File: config.mk
export PLATFORM = sky130hd
export DESIGN_NAME = rs_bank
export DESIGN_NICKNAME = d
export VERILOG_FILES = /design/src/rtl/rs_pkg.sv /design/src/rtl/rs_pick.sv /design/src/rtl/rs_slot.sv /design/src/rtl/rs_exec.sv /design/src/rtl/rs_bank.sv
export SDC_FILE = /design/constraint.sdc
export NUM_CORES = 1
export LEC_CHECK = 0
export BUFFER_PORTS_ARGS = -buffer_cell sky130_fd_sc_hd__buf_4
export CELL_PAD_IN_SITES_DETAIL_PLACEMENT = 0
export CELL_PAD_IN_SITES_GLOBAL_PLACEMENT = 1
export CORE_MARGIN = 2
export CORE_UTILIZATION = 40
export DETAILED_ROUTE_END_ITERATION = 16
export HOLD_SLACK_MARGIN = 0.02
export PLACE_DENSITY_LB_ADDON = 0.1
export SYNTH_ARGS = -nofsm -noshare
export SYNTH_HDL_FRONTEND = slang
export SYNTH_SLANG_ARGS = --single-unit
export TNS_END_PERCENT = 1
File: constraint.sdc
create_clock -name clk -period 91.1 [get_ports clk]
set_input_delay 4.555 -clock clk [delete_from_list [all_inputs] [get_ports clk]]
set_output_delay 4.555 -clock clk [all_outputs]
set_load 0.02 [all_outputs]
File: src/rtl/rs_pkg.sv
package rs_pkg;

    typedef enum logic [1:0] {
        OP_ADD = 2'd0,
        OP_SUB = 2'd1,
        OP_MUL = 2'd2,
        OP_DIV = 2'd3
    } rs_op_e;

endpackage

File: src/rtl/rs_pick.sv
module rs_pick #(
    parameter int N     = 3,
    parameter int IDX_W = (N > 1) ? $clog2(N) : 1
) (
    input  logic [N-1:0]     req,
    output logic [N-1:0]     gnt,
    output logic [IDX_W-1:0] idx,
    output logic             any
);
    // lowest index wins: scan from the top so the last hit is the lowest
    always_comb begin
        gnt = '0;
        idx = '0;
        for (int i = N - 1; i >= 0; i--) begin
            if (req[i]) begin
                gnt    = '0;
                gnt[i] = 1'b1;
                idx    = IDX_W'(i);
            end
        end
        any = |req;
    end
endmodule

File: src/rtl/rs_slot.sv
module rs_slot
    import rs_pkg::*;
#(
    parameter int DATA_W = 16,
    parameter int TAG_W  = 3
) (
    input  logic              clk,
    input  logic              rst_n,
    input  logic              alloc,
    input  rs_op_e            in_op,
    input  logic [DATA_W-1:0] in_vj,
    input  logic [TAG_W-1:0]  in_qj,
    input  logic [DATA_W-1:0] in_vk,
    input  logic [TAG_W-1:0]  in_qk,
    input  logic              cdb_valid,
    input  logic [TAG_W-1:0]  cdb_tag,
    input  logic [DATA_W-1:0] cdb_data,
    input  logic              grant,
    input  logic              done,
    output logic              busy,
    output logic              ready,
    output logic              exec,
    output rs_op_e            op,
    output logic [DATA_W-1:0] vj,
    output logic [DATA_W-1:0] vk
);
    typedef struct packed {
        logic              busy;
        logic              exec;
        rs_op_e            op;
        logic [DATA_W-1:0] vj;
        logic [DATA_W-1:0] vk;
        logic [TAG_W-1:0]  qj;
        logic [TAG_W-1:0]  qk;
    } slot_t;

    slot_t st_d, st_q;

    always_comb begin
        st_d = st_q;
        if (st_q.busy) begin
            if (st_q.qj != '0 && cdb_valid && cdb_tag == st_q.qj) begin
                st_d.vj = cdb_data;
                st_d.qj = '0;
            end
            if (st_q.qk != '0 && cdb_valid && cdb_tag == st_q.qk) begin
                st_d.vk = cdb_data;
                st_d.qk = '0;
            end
            if (grant) st_d.exec = 1'b1;
            if (done) begin
                st_d.busy = 1'b0;
                st_d.exec = 1'b0;
            end
        end
        if (alloc) begin
            st_d.busy = 1'b1;
            st_d.exec = 1'b0;
            st_d.op   = in_op;
            st_d.vj   = in_vj;
            st_d.qj   = in_qj;
            st_d.vk   = in_vk;
            st_d.qk   = in_qk;
            // value already on the bus while issuing: take it now
            if (in_qj != '0 && cdb_valid && cdb_tag == in_qj) begin
                st_d.vj = cdb_data;
                st_d.qj = '0;
            end
            if (in_qk != '0 && cdb_valid && cdb_tag == in_qk) begin
                st_d.vk = cdb_data;
                st_d.qk = '0;
            end
        end
    end

    always_ff @(posedge clk) begin
        if (!rst_n) begin
            st_q <= '0;
        end else begin
            st_q <= st_d;
        end
    end

    assign busy  = st_q.busy;
    assign exec  = st_q.exec;
    assign ready = st_q.busy && !st_q.exec && st_q.qj == '0 && st_q.qk == '0;
    assign op    = st_q.op;
    assign vj    = st_q.vj;
    assign vk    = st_q.vk;


    alloc_free_chk: assert property (@(posedge clk) disable iff (!rst_n)
        alloc |-> !st_q.busy);


    grant_operands_chk: assert property (@(posedge clk) disable iff (!rst_n)
        grant |-> (st_q.busy && !st_q.exec && st_q.qj == '0 && st_q.qk == '0));


    done_frees_chk: assert property (@(posedge clk) disable iff (!rst_n)
        done |=> !st_q.busy);
endmodule

File: src/rtl/rs_exec.sv
module rs_exec
    import rs_pkg::*;
#(
    parameter int DATA_W  = 16,
    parameter int IDX_W   = 2,
    parameter int LAT_AS  = 2,
    parameter int LAT_MUL = 10,
    parameter int LAT_DIV = 40
) (
    input  logic              clk,
    input  logic              rst_n,
    input  logic              start,
    input  rs_op_e            op,
    input  logic [DATA_W-1:0] a,
    input  logic [DATA_W-1:0] b,
    input  logic [IDX_W-1:0]  idx,
    output logic              busy,
    output logic              res_valid,
    output logic [IDX_W-1:0]  res_idx,
    output logic [DATA_W-1:0] res_data
);
    localparam int LAT_M1 = (LAT_AS > LAT_MUL) ? LAT_AS : LAT_MUL;
    localparam int LAT_MX = (LAT_M1 > LAT_DIV) ? LAT_M1 : LAT_DIV;
    localparam int CNT_W  = $clog2(LAT_MX + 1);

    typedef struct packed {
        logic              busy;
        logic [CNT_W-1:0]  cnt;
        logic [IDX_W-1:0]  idx;
        logic [DATA_W-1:0] data;
    } unit_t;

    unit_t un_d, un_q;

    always_comb begin
        un_d = un_q;
        if (un_q.busy) begin
            if (un_q.cnt == CNT_W'(1)) un_d.busy = 1'b0;
            else                       un_d.cnt  = un_q.cnt - CNT_W'(1);
        end
        if (start) begin
            un_d.busy = 1'b1;
            un_d.idx  = idx;
            unique case (op)
                OP_ADD: begin un_d.data = a + b; un_d.cnt = CNT_W'(LAT_AS);  end
                OP_SUB: begin un_d.data = a - b; un_d.cnt = CNT_W'(LAT_AS);  end
                OP_MUL: begin un_d.data = a * b; un_d.cnt = CNT_W'(LAT_MUL); end
                default: begin
                    un_d.data = (b == '0) ? '1 : a / b;
                    un_d.cnt  = CNT_W'(LAT_DIV);
                end
            endcase
        end
    end

    always_ff @(posedge clk) begin
        if (!rst_n) begin
            un_q <= '0;
        end else begin
            un_q <= un_d;
        end
    end

    assign busy      = un_q.busy;
    assign res_valid = un_q.busy && un_q.cnt == CNT_W'(1);
    assign res_idx   = un_q.idx;
    assign res_data  = un_q.data;


    start_idle_chk: assert property (@(posedge clk) disable iff (!rst_n)
        start |-> !un_q.busy);


    single_pulse_chk: assert property (@(posedge clk) disable iff (!rst_n)
        res_valid |=> !res_valid);
endmodule

File: src/rtl/rs_bank.sv
module rs_bank
    import rs_pkg::*;
#(
    parameter int N_RS     = 3,
    parameter int DATA_W   = 16,
    parameter int TAG_W    = 3,
    parameter int TAG_BASE = 1,
    parameter int LAT_AS   = 2,
    parameter int LAT_MUL  = 10,
    parameter int LAT_DIV  = 40
) (
    input  logic              clk,
    input  logic              rst_n,
    input  logic              iss_valid,
    input  logic [1:0]        iss_op,
    input  logic [DATA_W-1:0] iss_vj,
    input  logic [TAG_W-1:0]  iss_qj,
    input  logic [DATA_W-1:0] iss_vk,
    input  logic [TAG_W-1:0]  iss_qk,
    output logic              iss_ready,
    output logic [TAG_W-1:0]  iss_tag,
    input  logic              cdb_valid,
    input  logic [TAG_W-1:0]  cdb_tag,
    input  logic [DATA_W-1:0] cdb_data,
    output logic              res_valid,
    output logic [TAG_W-1:0]  res_tag,
    output logic [DATA_W-1:0] res_data
);
    localparam int IDX_W = (N_RS > 1) ? $clog2(N_RS) : 1;

    logic [N_RS-1:0]   s_busy, s_ready, s_exec, s_alloc, s_grant, s_done;
    rs_op_e            s_op [N_RS];
    logic [DATA_W-1:0] s_vj [N_RS];
    logic [DATA_W-1:0] s_vk [N_RS];

    logic [N_RS-1:0]   free_gnt, disp_req, disp_gnt;
    logic [IDX_W-1:0]  free_idx, disp_idx, res_idx;
    logic              free_any, disp_any, unit_busy;

    rs_pick #(.N(N_RS), .IDX_W(IDX_W)) u_free_pick (
        .req(~s_busy), .gnt(free_gnt), .idx(free_idx), .any(free_any)
    );

    assign disp_req = unit_busy ? '0 : s_ready;

    rs_pick #(.N(N_RS), .IDX_W(IDX_W)) u_disp_pick (
        .req(disp_req), .gnt(disp_gnt), .idx(disp_idx), .any(disp_any)
    );

    assign s_alloc   = iss_valid ? free_gnt : '0;
    assign s_grant   = disp_gnt;
    assign iss_ready = free_any;
    assign iss_tag   = TAG_W'(TAG_BASE) + TAG_W'(free_idx);

    for (genvar i = 0; i < N_RS; i++) begin : g_slot
        assign s_done[i] = res_valid && res_idx == IDX_W'(i);

        rs_slot #(.DATA_W(DATA_W), .TAG_W(TAG_W)) u_slot (
            .clk      (clk),
            .rst_n    (rst_n),
            .alloc    (s_alloc[i]),
            .in_op    (rs_op_e'(iss_op)),
            .in_vj    (iss_vj),
            .in_qj    (iss_qj),
            .in_vk    (iss_vk),
            .in_qk    (iss_qk),
            .cdb_valid(cdb_valid),
            .cdb_tag  (cdb_tag),
            .cdb_data (cdb_data),
            .grant    (s_grant[i]),
            .done     (s_done[i]),
            .busy     (s_busy[i]),
            .ready    (s_ready[i]),
            .exec     (s_exec[i]),
            .op       (s_op[i]),
            .vj       (s_vj[i]),
            .vk       (s_vk[i])
        );
    end

    rs_exec #(
        .DATA_W(DATA_W), .IDX_W(IDX_W),
        .LAT_AS(LAT_AS), .LAT_MUL(LAT_MUL), .LAT_DIV(LAT_DIV)
    ) u_exec (
        .clk      (clk),
        .rst_n    (rst_n),
        .start    (disp_any),
        .op       (s_op[disp_idx]),
        .a        (s_vj[disp_idx]),
        .b        (s_vk[disp_idx]),
        .idx      (disp_idx),
        .busy     (unit_busy),
        .res_valid(res_valid),
        .res_idx  (res_idx),
        .res_data (res_data)
    );

    assign res_tag = TAG_W'(TAG_BASE) + TAG_W'(res_idx);


    one_exec_chk: assert property (@(posedge clk) disable iff (!rst_n)
        $onehot0(s_exec));


    full_stall_chk: assert property (@(posedge clk) disable iff (!rst_n)
        (!iss_ready && iss_valid) |=> ($countones(s_busy) >= N_RS - 1));
endmodule

==> results of run 1 <==
==> synth_stat cells, types with 79 or more instances <==
cell                         n
sky130_fd_sc_hd__a211oi_1   84
sky130_fd_sc_hd__a21oi_1   114
sky130_fd_sc_hd__clkbuf_1   79
sky130_fd_sc_hd__dfxtp_1   151
sky130_fd_sc_hd__fa_1       81
sky130_fd_sc_hd__ha_1      212
sky130_fd_sc_hd__inv_1     177
sky130_fd_sc_hd__mux2i_1    94
sky130_fd_sc_hd__nand2_1   292
sky130_fd_sc_hd__nor2_1    278
sky130_fd_sc_hd__o21ai_0   105
sky130_fd_sc_hd__xnor2_1    95
==> cells in the final DEF, fill, tap and decap left out, types with 15 or more instances in the layout <==
| master | synthesis | layout |
|---|---|---|
| sky130_fd_sc_hd__fa_1 | 81 | 81 |
| sky130_fd_sc_hd__nand2_1 | 292 | 292 |
| sky130_fd_sc_hd__or2_2 | 15 | 15 |
| sky130_fd_sc_hd__o211ai_1 | 22 | 22 |
| sky130_fd_sc_hd__nor4_1 | 36 | 36 |
| sky130_fd_sc_hd__xnor2_1 | 95 | 95 |
| sky130_fd_sc_hd__nand4_1 | 23 | 23 |
| sky130_fd_sc_hd__ha_1 | 212 | 212 |
| sky130_fd_sc_hd__a21oi_1 | 114 | 114 |
| sky130_fd_sc_hd__nor3_1 | 76 | 72 |
| sky130_fd_sc_hd__nand3_1 | 75 | 75 |
| sky130_fd_sc_hd__clkbuf_16 | 0 | 17 |
| sky130_fd_sc_hd__and3_1 | 70 | 70 |
| sky130_fd_sc_hd__a31oi_1 | 40 | 39 |
| sky130_fd_sc_hd__mux2_2 | 57 | 57 |
| sky130_fd_sc_hd__a211oi_1 | 84 | 83 |
| sky130_fd_sc_hd__dfxtp_1 | 151 | 151 |
| sky130_fd_sc_hd__a21o_1 | 25 | 25 |
| sky130_fd_sc_hd__buf_4 | 29 | 134 |
| sky130_fd_sc_hd__inv_1 | 177 | 177 |
| sky130_fd_sc_hd__o21a_1 | 52 | 52 |
| sky130_fd_sc_hd__mux2i_1 | 94 | 94 |
| sky130_fd_sc_hd__or3_1 | 27 | 27 |
| sky130_fd_sc_hd__o31ai_1 | 25 | 25 |
| sky130_fd_sc_hd__a31o_2 | 23 | 23 |
| sky130_fd_sc_hd__o2111ai_1 | 22 | 22 |
| sky130_fd_sc_hd__nor2_1 | 278 | 277 |
| sky130_fd_sc_hd__nor2b_1 | 25 | 24 |
| sky130_fd_sc_hd__xor2_1 | 34 | 34 |
| sky130_fd_sc_hd__and2_1 | 31 | 30 |
| sky130_fd_sc_hd__o21ai_0 | 105 | 105 |
| sky130_fd_sc_hd__nand2b_1 | 18 | 18 |
==> stage by stage <==
step / worst slack, ns / instances / area [um2]
floorplan: 61.30 / 2767 / 21300
global placement: 56.30 / 3420 / 22300
detailed placement: 55.56 / 3420 / 22300
CTS: 55.37 / 3451 / 22900
global route: 52.10 / 3451 / 22900
finish: 54.84 / 3451 / 22900
==> worst max-delay path, delay by kind of cell, from the launching register on <==
kind / cells / cell delay (ns)
fa+ha+maj: 16 / 5.12
simple gates: 40 / 10.10
mux: 7 / 2.58
buf+inv: 2 / 0.37
flops: 1 / 0.59
compound gates: 70 / 17.26
==> final cells by class <==
class	count	share of cell area, %
Multi-Input combinational cell	2255	72.9
Sequential cell	151	13.2
Clock buffer	20	2.00
Timing Repair Buffer	134	4.40
Inverter	192	3.16
Clock inverter	11	0.607
Tap cell	688	3.76
==> cell families (layout without fill, tap and decap cells) <==
logic type	Yosys count	after routing	synth area share, %
buffers and inverters	361	357	7.61
AO/OA/AOI/OAI	673	673	22.5
flip-flops	151	151	14.2
AND/OR/NAND/NOR	1009	1009	22.8
XOR/XNOR	129	129	5.32
multiplexers	151	151	7.45
adder cells (fa/ha/maj)	293	293	20.1
==> registers in the layout, summed over array words and instances (netlist names) <==
name                cells
g_slot.u_slot.busy      3
g_slot.u_slot.exec      3
g_slot.u_slot.op        6
g_slot.u_slot.st_q     18
g_slot.u_slot.vj       48
g_slot.u_slot.vk       48
u_exec.busy             1
u_exec.res_data        16
u_exec.res_idx          2
u_exec.un_q             6
==> metal layers <==
| layer | routed length [um] | vias up | part of all wire, % |
|---|---|---|---|
| met5 | 0 | - | 0 |
| met4 | 4020 | 0 | 4.8 |
| met3 | 4570 | 152 | 5.5 |
| met2 | 39200 | 741 | 47 |
| met1 | 35600 | 10100 | 43 |
| li1 | - | 9898 | - |
==> how the worst max path moves through the flow <==
| stage | start | end | slack, ns | depth (start not counted) |
|---|---|---|---|---|
| after floorplan | g_slot[0].u_slot.busy | u_exec.res_data[0] | 61.30 | 148 |
| after global placement | g_slot[0].u_slot.busy | u_exec.res_data[0] | 56.30 | 136 |
| after CTS | g_slot[0].u_slot.busy | u_exec.res_data[0] | 55.37 | 135 |
| after detailed placement | g_slot[0].u_slot.busy | u_exec.res_data[0] | 55.56 | 135 |
| after global routing | g_slot[0].u_slot.busy | u_exec.res_data[0] | 52.10 | 134 |
| final | g_slot[0].u_slot.busy | u_exec.res_data[0] | 54.84 | 135 |
==> load_flow_metrics.sql, run 1 <==
INSERT INTO impl_metrics (metric_group, metric, value, unit) VALUES
('critical_path', 'crit-reg2reg-capture', 'u_exec.res_data[0]', ''),
('synthesis', 'ys.flop_type', 'sky130_fd_sc_hd__dfxtp_1', ''),
('cts', 'post-cts-setup-buffers', '0', ''),
('cts', 'post_cts_resize_count', '0', ''),
('cts', 'clkLatencyLatePin', '0.47', 'ns'),
('job', 'max_cap_viol_count', '0', ''),
('timing', 'finalWorstPathRequiredPeriod', '36.26', 'ns'),
('timing', 'timing.final.hold_violations', '0', ''),
('min_path', 'worstHoldEndpoint', 'g_slot[0].u_slot.op[0]', ''),
('finish', 'flow.area_growth_from_synthesis', '7.62', '%'),
('finish', 'antennaDiodeCount', '0', ''),
('synthesis', 'synth-seq-area-share', '14.2', '%'),
('timing', 'setup-violations-final', '0', ''),
('route', 'detail-route-antenna-nets', '0', ''),
('cts', 'clk_pin_slew', '0.07', 'ns'),
('timing', 'final.hold.worst_slack', '0.460', 'ns'),
('floorplanning', 'die_height', '234', 'um'),
('synthesis', 'ys_warn_count', '0', ''),
('synthesis', 'synth_largest_type_area_fraction', '14.2', '%'),
('grt', 'grt_met2_usage', '51.1', '%'),
('floorplanning', 'initial_core_util', '40.4', '%'),
('critical_path', 'timing.critical_path.arrival', '36.61', 'ns'),
('synthesis', 'synth_cells', '2767', ''),
('synthesis', 'yosysTopAreaCell', 'sky130_fd_sc_hd__dfxtp_1', ''),
('cts', 'tritoncts.num_buffers', '17', ''),
('synthesis', 'async_flop_share', '0', '%'),
('critical_path', 'cp_slowest_cell', 'sky130_fd_sc_hd__a31oi_2', ''),
('critical_path', 'critical_path.most_common_cell', 'sky130_fd_sc_hd__ha_1', ''),
('route', 'routed-via-count', '20900', ''),
('grt', 'grt_pass1_wl', '125000', 'um'),
('placement', 'place.port_buffers', '86', ''),
('synthesis', 'syn_area_per_cell', '7.68', 'um2'),
('timing', 'maxSlewViolCount', '0', ''),
('finish', 'filler_instances', '5367', ''),
('cts', 'max-clock-path-buffers', '2', ''),
('grt', 'grt_start_max_net_pins', '69', ''),
('timing', 'slew_headroom', '23.3', '%'),
('synthesis', 'synth.top_cells.by_area', 'sky130_fd_sc_hd__dfxtp_1 14%, sky130_fd_sc_hd__ha_1 12%, sky130_fd_sc_hd__fa_1 7.6%, sky130_fd_sc_hd__nand2_1 5.2%, sky130_fd_sc_hd__nor2_1 4.9%', ''),
('floorplanning', 'core-area', '52600', 'um2'),
('synthesis', 'netlist_area_pre_place', '21300', 'um2'),
('placement', 'gpl.final_weighted_congestion', '0.918', ''),
('outcome', 'outcome', 'completed', ''),
('grt', 'number_of_antenna_violations_at_the_first_check_in_global_routing', '1', ''),
('grt', 'groute.layer.met3.usage', '3.72', '%'),
('critical_path', 'crit_path_max_cell_delay', '0.77', 'ns'),
('grt', 'gr-usage-met1', '38.5', '%'),
('synthesis', 'synth-seq-cells', '151', ''),
('critical_path', 'critPathMaxFanout', '21', ''),
('cts', 'h-tree-depth', '4', ''),
('min_path', 'hold_path.class', 'reg2reg', ''),
('placement', 'place_hpwl', '62400', 'um'),
('route', 'drc_errors', '0', ''),
('floorplanning', 'fp-row-count', '84', ''),
('critical_path', 'critPathCaptureType', 'flip-flop', ''),
('cts', 'cts_hold_buffers', '0', ''),
('critical_path', 'crit_required', '91.45', 'ns'),
('timing', 'layout_worst_path_cycle_share', '39.8', '%'),
('route', 'detail_route.first_pass.iterations', '6', ''),
('finish', 'final-seq-area', '3020', 'um2'),
('finish', 'final_nets', '3107', ''),
('cts', 'tritoncts_clock_tree', 'done', ''),
('timing', 'clock.fmax', '0.0276', 'GHz'),
('critical_path', 'rrSetupSlack', '54.84', 'ns'),
('floorplanning', 'floorplan.die_area', '55000', 'um2'),
('finish', 'final_layout_size_suffix_gt1_share', '11.8', '%'),
('grt', 'grt.overflow.total', '0', ''),
('synthesis', 'yosysUniqueCellTypes', '101', ''),
('floorplanning', 'fp.dieW', '234', 'um'),
('critical_path', 'timing_worst_setup_path_type', 'reg2reg', ''),
('critical_path', 'r2r_cells', '135', ''),
('min_path', 'hold_path_depth', '2', '');
Power of run 1 is left out: the tool's default activity adds up to more than one toggle a clock period on the data nets, which glitch-free logic cannot reach.
==> inputs of run 2 (changes only) <==
==> constraint.sdc (replaced) <==
create_clock -name clk -period 33.9 [get_ports clk]
set_input_delay 1.695 -clock clk [delete_from_list [all_inputs] [get_ports clk]]
set_output_delay 1.695 -clock clk [all_outputs]
set_load 0.02 [all_outputs]
==> run 2 against run 1 <==
Cell area increased by 1.4%. Clock skew shrank 0.0079 ns. Critical endpoint unchanged. Hold slack hardly changed. Largest cell class unchanged. Core utilization rose by 0.60 points. Sequential share of layout area down 0.17 points. Register-to-register slack worse by 53 ns. Worst setup slack worse by 53 ns. Cell count increased by 0.49%.
==> load_flow_metrics.sql, run 2 (synthesized netlist as in run 1, its figures left out) <==
INSERT INTO impl_metrics (metric_group, metric, value, unit) VALUES
('outcome', 'outcome', 'completed', ''),
('route', 'detail-route-antenna-nets', '0', ''),
('grt', 'global_route_usage_over_all_layers', '30.5', '%'),
('route', 'detail_route.first_pass.iterations', '6', ''),
('timing', 'tightestPinTransition', '1.33', 'ns'),
('cts', 'cts_hold_buffers', '0', ''),
('placement', 'place.port_buffers', '86', ''),
('timing', 'clock-skew-final', '0.0146', 'ns'),
('critical_path', 'critPathBufInv', '5', ''),
('critical_path', 'critical-path-top-delay-family', 'compound AO/OA/AOI/OAI gates', ''),
('floorplanning', 'die_height', '234', 'um'),
('cts', 'tritoncts.num_buffers', '17', ''),
('critical_path', 'crit_path_max_cell_delay', '0.47', 'ns'),
('critical_path', 'cp_slowest_cell', 'sky130_fd_sc_hd__dfxtp_1', ''),
('floorplanning', 'initial_core_util', '40.4', '%'),
('route', 'drc_errors', '0', ''),
('cts', 'clockRootBuffer', 'sky130_fd_sc_hd__clkbuf_16', ''),
('cts', 'clkLatencyLatePin', '0.47', 'ns'),
('finish', 'flow.area_growth_from_synthesis', '9.10', '%'),
('cts', 'max-clock-path-buffers', '2', ''),
('finish', 'final_layout_size_suffix_gt1_share', '13.5', '%'),
('min_path', 'hold_wc_startpoint', 'g_slot[0].u_slot.op[0]', ''),
('grt', 'grt_pass1_wl', '127000', 'um'),
('min_path', 'hold_path.class', 'reg2reg', ''),
('finish', 'final_nets', '3124', ''),
('timing', 'layout_worst_path_cycle_share', '93.6', '%'),
('timing', 'timing.final.hold_violations', '0', ''),
('job', 'max_cap_viol_count', '0', ''),
('critical_path', 'rrSetupSlack', '2.16', 'ns'),
('placement', 'gpl.final_weighted_congestion', '0.937', ''),
('route', 'drt-vias-per-instance', '6.09', ''),
('finish', 'layout.core_utilization', '44.1', '%'),
('placement', 'dp_cells', '3430', ''),
('timing', 'final.hold.worst_slack', '0.460', 'ns'),
('timing', 'clock.fmax', '0.0315', 'GHz'),
('critical_path', 'critical_path.most_common_cell', 'sky130_fd_sc_hd__ha_1', ''),
('placement', 'place_hpwl', '62100', 'um'),
('finish', 'layout_common_cells', '290 x sky130_fd_sc_hd__nand2_1, 271 x sky130_fd_sc_hd__nor2_1, 212 x sky130_fd_sc_hd__ha_1', ''),
('finish', 'antennaDiodeCount', '0', ''),
('critical_path', 'crit-reg2reg-launch', 'g_slot[1].u_slot.busy', ''),
('grt', 'number_of_antenna_violations_at_the_first_check_in_global_routing', '0', ''),
('finish', 'mostFrequentLayoutCell', 'sky130_fd_sc_hd__nand2_1', ''),
('timing', 'maxSlewViolCount', '0', ''),
('critical_path', 'worstSetupStartpointType', 'flip-flop', ''),
('timing', 'fin_setup_tns', '0', 'ns'),
('route', 'drt-initial-drc-count', '1604', ''),
('floorplanning', 'boundaryPins', '87', ''),
('cts', 'h-tree-depth', '4', ''),
('cts', 'clkSinkCount', '151', ''),
('critical_path', 'timing.critical_path.arrival', '32.07', 'ns'),
('floorplanning', 'core-area', '52600', 'um2'),
('grt', 'grt.overflow.total', '0', ''),
('floorplanning', 'fp-row-count', '84', ''),
('route', 'routed-via-count', '21100', ''),
('critical_path', 'critPathMaxFanout', '21', ''),
('critical_path', 'crit_required', '34.23', 'ns'),
('critical_path', 'timing_worst_setup_path_type', 'reg2reg', ''),
('route', 'post_drt_wl_per_cell', '24.2', 'um'),
('timing', 'finalWorstPathRequiredPeriod', '31.74', 'ns'),
('grt', 'grt_pass1_vias', '20400', ''),
('finish', 'final_non_filler_cell_total', '3468', ''),
('critical_path', 'critPathCaptureType', 'flip-flop', ''),
('floorplanning', 'floorplan.die_area', '55000', 'um2'),
('critical_path', 'r2r_cells', '141', ''),
('timing', 'setup-violations-final', '0', ''),
('route', 'routed_wl', '84000', 'um'),
('floorplanning', 'fp.dieW', '234', 'um'),
('cts', 'clk_pin_slew', '0.07', 'ns'),
('min_path', 'hold_path_depth', '2', ''),
('cts', 'tritoncts_clock_tree', 'done', ''),
('timing', 'slew_headroom', '10.6', '%'),
('min_path', 'worstHoldEndpoint', 'g_slot[0].u_slot.op[0]', ''),
('grt', 'grt_start_max_net_pins', '69', ''),
('critical_path', 'crit-reg2reg-capture', 'u_exec.res_data[0]', '');
-- run 2: timing repair --
item,in CTS,in global routing
setup buffers,0,7
pin swaps,0,2
endpoints found under the setup margin,1,2
gates resized for setup,1,50
-- run 2: worst max-delay path by stage --
stage / start / endpoint / depth (start not counted) / slack, ns
3_3_place_gp: g_slot[0].u_slot.busy / u_exec.res_data[0] / 138 / 0.99
5_1_grt: g_slot[1].u_slot.busy / u_exec.res_data[0] / 140 / -0.14
2_1_floorplan: g_slot[0].u_slot.busy / u_exec.res_data[0] / 148 / 4.10
4_1_cts: g_slot[0].u_slot.busy / u_exec.res_data[0] / 135 / 0.09
6_report: g_slot[1].u_slot.busy / u_exec.res_data[0] / 141 / 2.16
3_5_place_dp: g_slot[0].u_slot.busy / u_exec.res_data[0] / 134 / 0.008
-- run 2: cell type report --
type                    count  area, um2
repair buffers            151       1160
fillers                  5424      29400
multi-input cells        2255      16800
clock inverters            10        121
well taps                 688        861
flip-flops and latches    151       3020
inverters                 192        722
clock buffers              21        450
-- run 2: worst reg2reg max path: cells and delay by family, from the launching register on --
family | cells | cell delay (ns)
mux | 6 | 1.81
buf+inv | 5 | 0.87
fa+ha+maj | 16 | 5.20
simple gates | 45 | 8.50
compound gates | 69 | 14.78
flops | 1 | 0.47
-- run 2: per-stage QoR --
step                      worst slack [ns]  area [um2]
after CTS                           0.0901       23000
after global routing                -0.139       23200
after floorplan                       4.10       21300
after global placement               0.988       22400
final                                 2.16       23200
after detailed placement           0.00794       22400
-- run 2: per-layer routing --
layer | vias to the layer above | GRT usage (%) | part of all wire, %
met3 | 141 | 3.23 | 5.8
met1 | 10300 | 39.6 | 43
met4 | 0 | 11.8 | 4.0
met2 | 755 | 52.0 | 47
li1 | 9935 | - | -
met5 | - | 0 | 0
Power of run 2 is left out for the same reason.
